**src/rtl/tifc_pkg.sv**
```systemverilog
package tifc_pkg;
  localparam int NUM_SRC  = 3;
  localparam int FLG_OVF  = 0;
  localparam int FLG_CMPA = 1;
  localparam int FLG_CMPB = 2;

  typedef enum logic [1:0] {
    MODE_DUAL8   = 2'b00,
    MODE_WIDE16  = 2'b01,
    MODE_CAP8    = 2'b10,
    MODE_CAP16   = 2'b11
  } tifc_mode_e;

  // next value of one flag: a set beats any clear
  function automatic logic flag_next(input logic cur, input logic set, input logic clr);
    return set | (cur & ~clr);
  endfunction

  // which compare sources may raise a flag in the given mode
  function automatic logic [NUM_SRC-1:0] route_sets(
    input tifc_mode_e mode, input logic ovf, input logic ha,
    input logic hb, input logic hw);
    logic [NUM_SRC-1:0] s;
    s           = '0;
    s[FLG_OVF]  = ovf;
    unique case (mode)
      MODE_DUAL8:  begin s[FLG_CMPA] = ha; s[FLG_CMPB] = hb; end
      MODE_WIDE16: begin s[FLG_CMPA] = hw; end
      MODE_CAP8:   begin s[FLG_CMPB] = hb; end
      default:     ;
    endcase
    return s;
  endfunction
endpackage

```
**src/rtl/tifc_event_route.sv**
```systemverilog
module tifc_event_route
  import tifc_pkg::*;
(
  input  logic               wide_mode,
  input  logic               capture_mode,
  input  logic               ovf_pulse,
  input  logic               hit_a,
  input  logic               hit_b,
  input  logic               hit_wide,
  output tifc_mode_e         mode_o,
  output logic [NUM_SRC-1:0] set_o
);
  always_comb begin
    mode_o = tifc_mode_e'({capture_mode, wide_mode});
    set_o  = route_sets(mode_o, ovf_pulse, hit_a, hit_b, hit_wide);
  end
endmodule

```
**src/rtl/tifc_flag_bit.sv**
```systemverilog
module tifc_flag_bit (
  input  logic clk,
  input  logic rst_n,
  input  logic set_i,
  input  logic clr_i,
  output logic flag_o
);
  import tifc_pkg::*;

  always_ff @(posedge clk or negedge rst_n) begin
    if (!rst_n) flag_o <= 1'b0;
    else        flag_o <= flag_next(flag_o, set_i, clr_i);
  end

  assert_set_wins_R7: assert property (@(posedge clk) disable iff (!rst_n)
    set_i |=> flag_o);
  assert_clear_R5: assert property (@(posedge clk) disable iff (!rst_n)
    (clr_i && !set_i) |=> !flag_o);
  assert_hold_R6: assert property (@(posedge clk) disable iff (!rst_n)
    (!clr_i && !set_i) |=> (flag_o == $past(flag_o)));
endmodule

```
**src/rtl/tifc_irq_gate.sv**
```systemverilog
module tifc_irq_gate
  import tifc_pkg::*;
(
  input  logic               clk,
  input  logic               rst_n,
  input  logic               glob_ie,
  input  logic [NUM_SRC-1:0] src_ie,
  input  logic [NUM_SRC-1:0] flags,
  output logic [NUM_SRC-1:0] irq_o
);
  always_ff @(posedge clk or negedge rst_n) begin
    if (!rst_n) irq_o <= '0;
    else        irq_o <= flags & src_ie & {NUM_SRC{glob_ie}};
  end

  for (genvar i = 0; i < NUM_SRC; i++) begin : g_chk
    assert_irq_cause_R8: assert property (@(posedge clk) disable iff (!rst_n)
      irq_o[i] |-> $past(glob_ie && src_ie[i] && flags[i]));
    assert_irq_follow_R8: assert property (@(posedge clk) disable iff (!rst_n)
      (glob_ie && src_ie[i] && flags[i]) |=> irq_o[i]);
  end
endmodule

```
**src/rtl/tmr_irq_flags.sv**
```systemverilog
module tmr_irq_flags
  import tifc_pkg::*;
#(
  parameter int DATA_W = 8
) (
  input  logic              clk,
  input  logic              rst_n,
  input  logic              wide_mode,
  input  logic              capture_mode,
  input  logic              ovf_pulse,
  input  logic              hit_a,
  input  logic              hit_b,
  input  logic              hit_wide,
  input  logic [2:0]        ack,
  input  logic              glob_ie,
  input  logic [2:0]        src_ie,
  input  logic              bus_wr,
  input  logic [DATA_W-1:0] bus_wdata,
  output logic [DATA_W-1:0] bus_rdata,
  output logic [2:0]        irq
);
  localparam int PAD_W = DATA_W - NUM_SRC;

  tifc_mode_e         mode_w;
  logic [NUM_SRC-1:0] set_w;
  logic [NUM_SRC-1:0] clr_w;
  logic [NUM_SRC-1:0] flags_w;

  tifc_event_route u_route (
    .wide_mode    (wide_mode),
    .capture_mode (capture_mode),
    .ovf_pulse    (ovf_pulse),
    .hit_a        (hit_a),
    .hit_b        (hit_b),
    .hit_wide     (hit_wide),
    .mode_o       (mode_w),
    .set_o        (set_w)
  );

  for (genvar i = 0; i < NUM_SRC; i++) begin : g_flag
    assign clr_w[i] = ack[i] | (bus_wr & bus_wdata[i]);
    tifc_flag_bit u_bit (
      .clk    (clk),
      .rst_n  (rst_n),
      .set_i  (set_w[i]),
      .clr_i  (clr_w[i]),
      .flag_o (flags_w[i])
    );
  end

  if (PAD_W > 0) begin : g_pad
    assign bus_rdata = {{PAD_W{1'b0}}, flags_w};
  end else begin : g_nopad
    assign bus_rdata = flags_w[DATA_W-1:0];
  end

  tifc_irq_gate u_irq (
    .clk     (clk),
    .rst_n   (rst_n),
    .glob_ie (glob_ie),
    .src_ie  (src_ie),
    .flags   (flags_w),
    .irq_o   (irq)
  );

  assert_ovf_set_R1: assert property (@(posedge clk) disable iff (!rst_n)
    ovf_pulse |=> bus_rdata[FLG_OVF]);
  assert_b_quiet_wide_R3: assert property (@(posedge clk) disable iff (!rst_n)
    $rose(flags_w[FLG_CMPB]) |-> $past(!wide_mode && hit_b));
  assert_a_quiet_cap_R4: assert property (@(posedge clk) disable iff (!rst_n)
    $rose(flags_w[FLG_CMPA]) |-> $past(!capture_mode));
  assert_a_source_R2: assert property (@(posedge clk) disable iff (!rst_n)
    $rose(flags_w[FLG_CMPA]) |-> $past(wide_mode ? hit_wide : hit_a));
  assert_rdata_pad_R9: assert property (@(posedge clk) disable iff (!rst_n)
    (bus_rdata >> NUM_SRC) == '0);
endmodule

```
**config.mk**
```make
export PLATFORM = sky130hd
export DESIGN_NAME = tmr_irq_flags
export DESIGN_NICKNAME = d
export VERILOG_FILES = /design/src/rtl/tifc_pkg.sv /design/src/rtl/tifc_event_route.sv /design/src/rtl/tifc_flag_bit.sv /design/src/rtl/tifc_irq_gate.sv /design/src/rtl/tmr_irq_flags.sv
export SDC_FILE = /design/constraint.sdc
export NUM_CORES = 1
export LEC_CHECK = 0
export CORE_AREA = 5 5 42 44
export DETAILED_ROUTE_END_ITERATION = 12
export DIE_AREA = 0 0 47 49
export DONT_BUFFER_PORTS = 1
export PLACE_DENSITY = 0.34
export RECOVER_POWER = 25
export SLEW_MARGIN = 30
export SYNTH_ARGS = -nofsm -noshare
export SYNTH_HDL_FRONTEND = slang
export SYNTH_SLANG_ARGS = --single-unit
```
**constraint.sdc**
```tcl
create_clock -name clk -period 2.15 [get_ports clk]
set_clock_uncertainty 0.15 [all_clocks]
set_input_delay 0.1075 -clock clk [delete_from_list [all_inputs] [get_ports clk]]
set_output_delay 0.1075 -clock clk [all_outputs]
set_load 0.05 [all_outputs]
```
* Yosys cells after proc, flatten, opt, wreduce, memory -nomap -nowiden
Cells that the tools add are included.
** Cells by class
- Add/sub/neg operators :: 0
- $mul :: 0
- Div/mod/pow operators :: 0
- $lt $le $gt $ge :: 0
- Equal/unequal tests :: 2
- Shift-type cells :: 0
- Muxes and demuxes :: 2
- Bitwise gates (word level) :: 17
- Reductions and logical operators :: 2
** Operators by type and width (count)
- 1-bit AND :: 6
- 3-bit AND :: 2
- 1-bit OR :: 6
- 1-bit NOT :: 3
- 2-bit by 1-bit equality test with 1-bit output (second input constant) :: 1
- 2-bit equality test (second input constant) :: 1
- 2-bit logical NOT :: 1
- 1-bit case mux with 2 select lines :: 1
- 2-bit OR reduction :: 1
- 1-bit two-way mux :: 1
** Storage, ports and cells
- Bits in registers :: 6
- Latch bits :: 0
- Memory bits (writable) :: 0
- Memory bits (read-only) :: 0
- Input bits :: 24
- Output and inout bits :: 11
- Memories kept :: 0

* Logic depth before layout (Yosys ltp)
- Depth in word-level cells :: 5
- Mapped depth :: 2
- Mapped depth without buffers :: 2

* Modules after synthesis
Synthesis repeated with hierarchy kept, for this count alone.
** Unflattened totals
- Cell total of the unflattened synthesis :: 30
- Area, all modules :: 311.5 um^2
** Modules (own cells, without submodules)
- tifc_flag_bit :: instances 3, cells an instance 3, area each 36.3 um^2, seq. area each 25.0 um^2
- tifc_irq_gate :: instances 1, cells an instance 6, area each 93.8 um^2, seq. area each 75.1 um^2
- tmr_irq_flags :: instances 1, cells an instance 9, area each 63.8 um^2, seq. area each 0.0 um^2
- tifc_event_route :: instances 1, cells an instance 6, area each 45.0 um^2, seq. area each 0.0 um^2

* Least setup slack after synthesis
OpenSTA, ideal clock, no wires.
- Path type :: register to register
- Start :: register g_flag[2].u_bit.flag_o
- End :: register g_flag[2].u_bit.flag_o
- Library setup time :: 0.122 ns
- Arrival time :: 0.590 ns
- Path slack :: 1.288 ns
- Cell stages (with the launch flop) :: 2
- Path buffers :: 0
- Period minus slack after synthesis :: 0.862 ns
- Cells stage by stage :: dfrtp_1 > a32o_1
** Between the ends
- Longest elaborated chain between the ends :: 2
** RTL lines
- from (decl) :: line tifc_flag_bit.sv:6 : output logic flag_o
- from (signal assigned) :: line tifc_flag_bit.sv:12 : else flag_o <= flag_next(flag_o, set_i, clr_i);
- 1-bit AND :: line tifc_pkg.sv:16 : return set | (cur & ~clr);
- 1-bit OR :: line tifc_pkg.sv:16
No other way between the ends.

* Worst setup path in the final report
- Start :: register g_flag[1].u_bit.flag_o
- End :: register g_flag[1].u_bit.flag_o
** Between the ends
- Longest elaborated chain between the ends :: 2
** RTL lines (line)
- from (decl) :: tifc_flag_bit.sv:6
- from (signal assigned) :: tifc_flag_bit.sv:12
- 1-bit AND :: tifc_pkg.sv:16
- 1-bit OR :: tifc_pkg.sv:16
No other way between the ends.

==> metrics.log <==
INFO  metric status = finished, final reports clean
INFO  metric postSynthAreaPerCell = 10.3 um^2
INFO  metric p_leak = 0.210 nW
INFO  metric post_synth_num_cell_types = 11
INFO  metric max_buffers_root_to_sink = 2
INFO  metric grt_start_max_net_pins = 7
INFO  metric die_width = 47 um
INFO  metric critical_path.top_delay_family = flip-flops
INFO  metric worst-endpoint-required = 2.17 ns
INFO  metric cp_slowest_stage_delay = 0.64 ns
INFO  metric timing_max_transition_violations_final = 0
INFO  metric clkSinkCount = 6
INFO  metric syn-cell-area = 299 um^2
INFO  metric floorplan.initialDensity = 21.3%
INFO  metric nNetsFinal = 65
INFO  metric fin_setup_tns = 0 ns
INFO  metric grt_remaining_overflow = 0
INFO  metric place.detailed.hpwl = 560 um
INFO  metric period_share = 81.0%
INFO  metric max_slew.worst_pin.slew = 0.515 ns
INFO  metric yosysWarnings = 0
INFO  metric grt_pass1_wl = 1100 um
INFO  metric initialDrtViolationCount = 0
INFO  metric setup_viol = 0
INFO  metric vdd_drop_max = 190 uV
INFO  metric die_height = 49 um
INFO  metric stdcell_area = 407 um^2
INFO  metric dr.pass1.iters = 1
INFO  metric syn_to_final_growth = 36.0%
INFO  metric root_buffer = clkbuf_4
INFO  metric routed-via-count = 218
INFO  metric port_buffers = 0
INFO  metric antenna-diode-count = 0
INFO  metric unrepaired_setup_endpoints_after_global_routing = no
INFO  metric cts_hold_repair.buffers = 11
INFO  metric timing.critical_path.from_type = flop
INFO  metric route.detailed.vias_per_inst = 3.96
INFO  metric ios = 35
INFO  metric post_cts_resize_count = 0
INFO  metric grt_util_all_layers = 7.33%
INFO  metric grt_pass1_vias = 260
INFO  metric cap_violations = 0
INFO  metric core = 1400 um^2
INFO  metric htree_num_levels = 1
INFO  metric routed_wire_length_per_instance = 12.8 um
INFO  metric worst_ep_arrival_time = 1.76 ns
INFO  metric finalWeightedCongestion = 0.622
INFO  metric maxClockFrequency = 574 MHz
INFO  metric cellPowerDensity = 747 nW/um^2
INFO  metric crit_path_cell_trace = nor2b_1 -> o2bb2ai_1 -> dlygate4sd3_1
INFO  metric antenna_left = 0
INFO  metric cpMaxStageDelayCell = dfrtp_1
INFO  metric netlist.top_cell.by_area = dfrtp_1
INFO  metric post-cts-setup-buffer-count = 0
INFO  metric postSynthCellCount = 29
INFO  metric worst_slew_margin_rel = 65.7%
INFO  metric ys_seq_elements = 6
INFO  metric layout-drive-gt1-share = 10.3%
INFO  metric dpl_cell_area = 274 um^2
INFO  metric ys_top_cells_by_area = dfrtp_1, buf_4, and3_1
INFO  metric cts.clk_slew.worst_paths = 0.05 ns
INFO  metric critical_path.max_fanout = 3
INFO  metric synth.top_cell.area_share = 50.2%
INFO  metric grt_antenna_before_repair = 0
INFO  metric worst_hold_path_type = input port to asynchronous set/reset pin
INFO  metric drc_errors = 0
INFO  metric worst_skew_late_latency = 0.24 ns
INFO  metric timing_hold_violations_final = 0
INFO  metric cts_buffers = 3
INFO  metric die-area = 2300 um^2
INFO  metric setup.worst_path.class = flop to flop
INFO  metric worstSetupEndpointType = flop
INFO  metric ys_seq_area_share = 50.2%
INFO  metric crit_buf_inv = 1
INFO  metric cts_tree = yes
INFO  metric placement_rows = 14
INFO  metric period_minus_slack = 1.74 ns
INFO  metric drt-total-wl = 706 um
==> cell usage in the layout, fill, tap and decap left out, drive strengths merged <==
cell type / n
conb: 5
and3: 3
a32o: 1
o2bb2ai: 1
dfrtp: 6
mux2i: 1
inv: 3
a31o: 1
nand2: 3
nor2b: 1
clkbuf: 3
dlygate4sd3: 11
==> routing by layer <==
layer,GRT usage [%],vias to the layer above,wire [um],share of wire (%)
li1,-,104,-,-
met2,10.4,18,348,49
met3,2.95,2,98,14
met5,0,-,0,0
met1,7.06,94,239,34
met4,8.29,0,19,2.7
==> final cells by class <==
cell class	count	area, um^2
fill	160	995
sequential	6	150
timing repair buffer	11	110
multi-input combinational	16	92.6
clock buffer	3	22.5
tap	16	20.0
inverter	3	11.3
==> worst reg2reg max path, cell delays in order (launching register included) <==
cell,delay (ns)
dfrtp_1,0.64
nor2b_1,0.21
o2bb2ai_1,0.12
dlygate4sd3_1,0.56
==> final timing paths <==
path / start / end / slack, ns / cells past startpoint
min in group clk: src_ie[0] / u_irq.irq_o[0] / 0.41 / 2
worst max register to register: g_flag[1].u_bit.flag_o / g_flag[1].u_bit.flag_o / 0.41 / 3
max in group asynchronous: rst_n / g_flag[1].u_bit.flag_o / 1.61 / 1
worst max-delay path: g_flag[1].u_bit.flag_o / g_flag[1].u_bit.flag_o / 0.41 / 3
worst min register to register: g_flag[1].u_bit.flag_o / u_irq.irq_o[1] / 0.69 / 1
worst min-delay path: rst_n / u_irq.irq_o[0] / 0.03 / 1
==> stage by stage <==
| stage | hold slack (ns) | power (mW) | setup WS, ns | utilization, % | std cells |
|---|---|---|---|---|---|
| 2_1_floorplan | -0.338 | 0.195 | 1.29 | - | 33 |
| 3_3_place_gp | -0.338 | 0.184 | 0.963 | 19.6 | 41 |
| 3_5_place_dp | -0.338 | 0.185 | 0.960 | 19.6 | 41 |
| 4_1_cts | 0.0249 | 0.313 | 0.406 | 29.0 | 55 |
| 5_1_grt | 0.0355 | 0.324 | 0.310 | 29.0 | 55 |
| 6_report | 0.0254 | 0.304 | 0.408 | 29.0 | 55 |
==> power breakdown <==
part / internal, mW / switching (mW)
Clock: 0.0629 / 0.0377
Combinational: 0.0228 / 0.0286
Sequential: 0.120 / 0.0316
==> cells in the mapped netlist <==
master	count
buf_4	8
mux2i_1	1
and3_1	3
o2bb2ai_1	1
dfrtp_1	6
inv_1	3
conb_1	1
nor2b_1	1
nand2_1	3
a31o_2	1
a32o_1	1
==> cell families after synthesis <==
| group | count (synthesis) | synth area share (%) |
|---|---|---|
| AO/OA/AOI/OAI | 3 | 9.21 |
| AND/OR/NAND/NOR | 7 | 12.1 |
| other | 1 | 1.25 |
| flip-flops | 6 | 50.2 |
| multiplexers | 1 | 3.35 |
| buffers and inverters | 11 | 23.8 |
==> sequential cells by signal (all words and copies together) (netlist names) <==
name and cells:
u_irq.irq_o 3, g_flag.u_bit.flag_o 3
No activity file was read; power rests on OpenSTA's default activity.
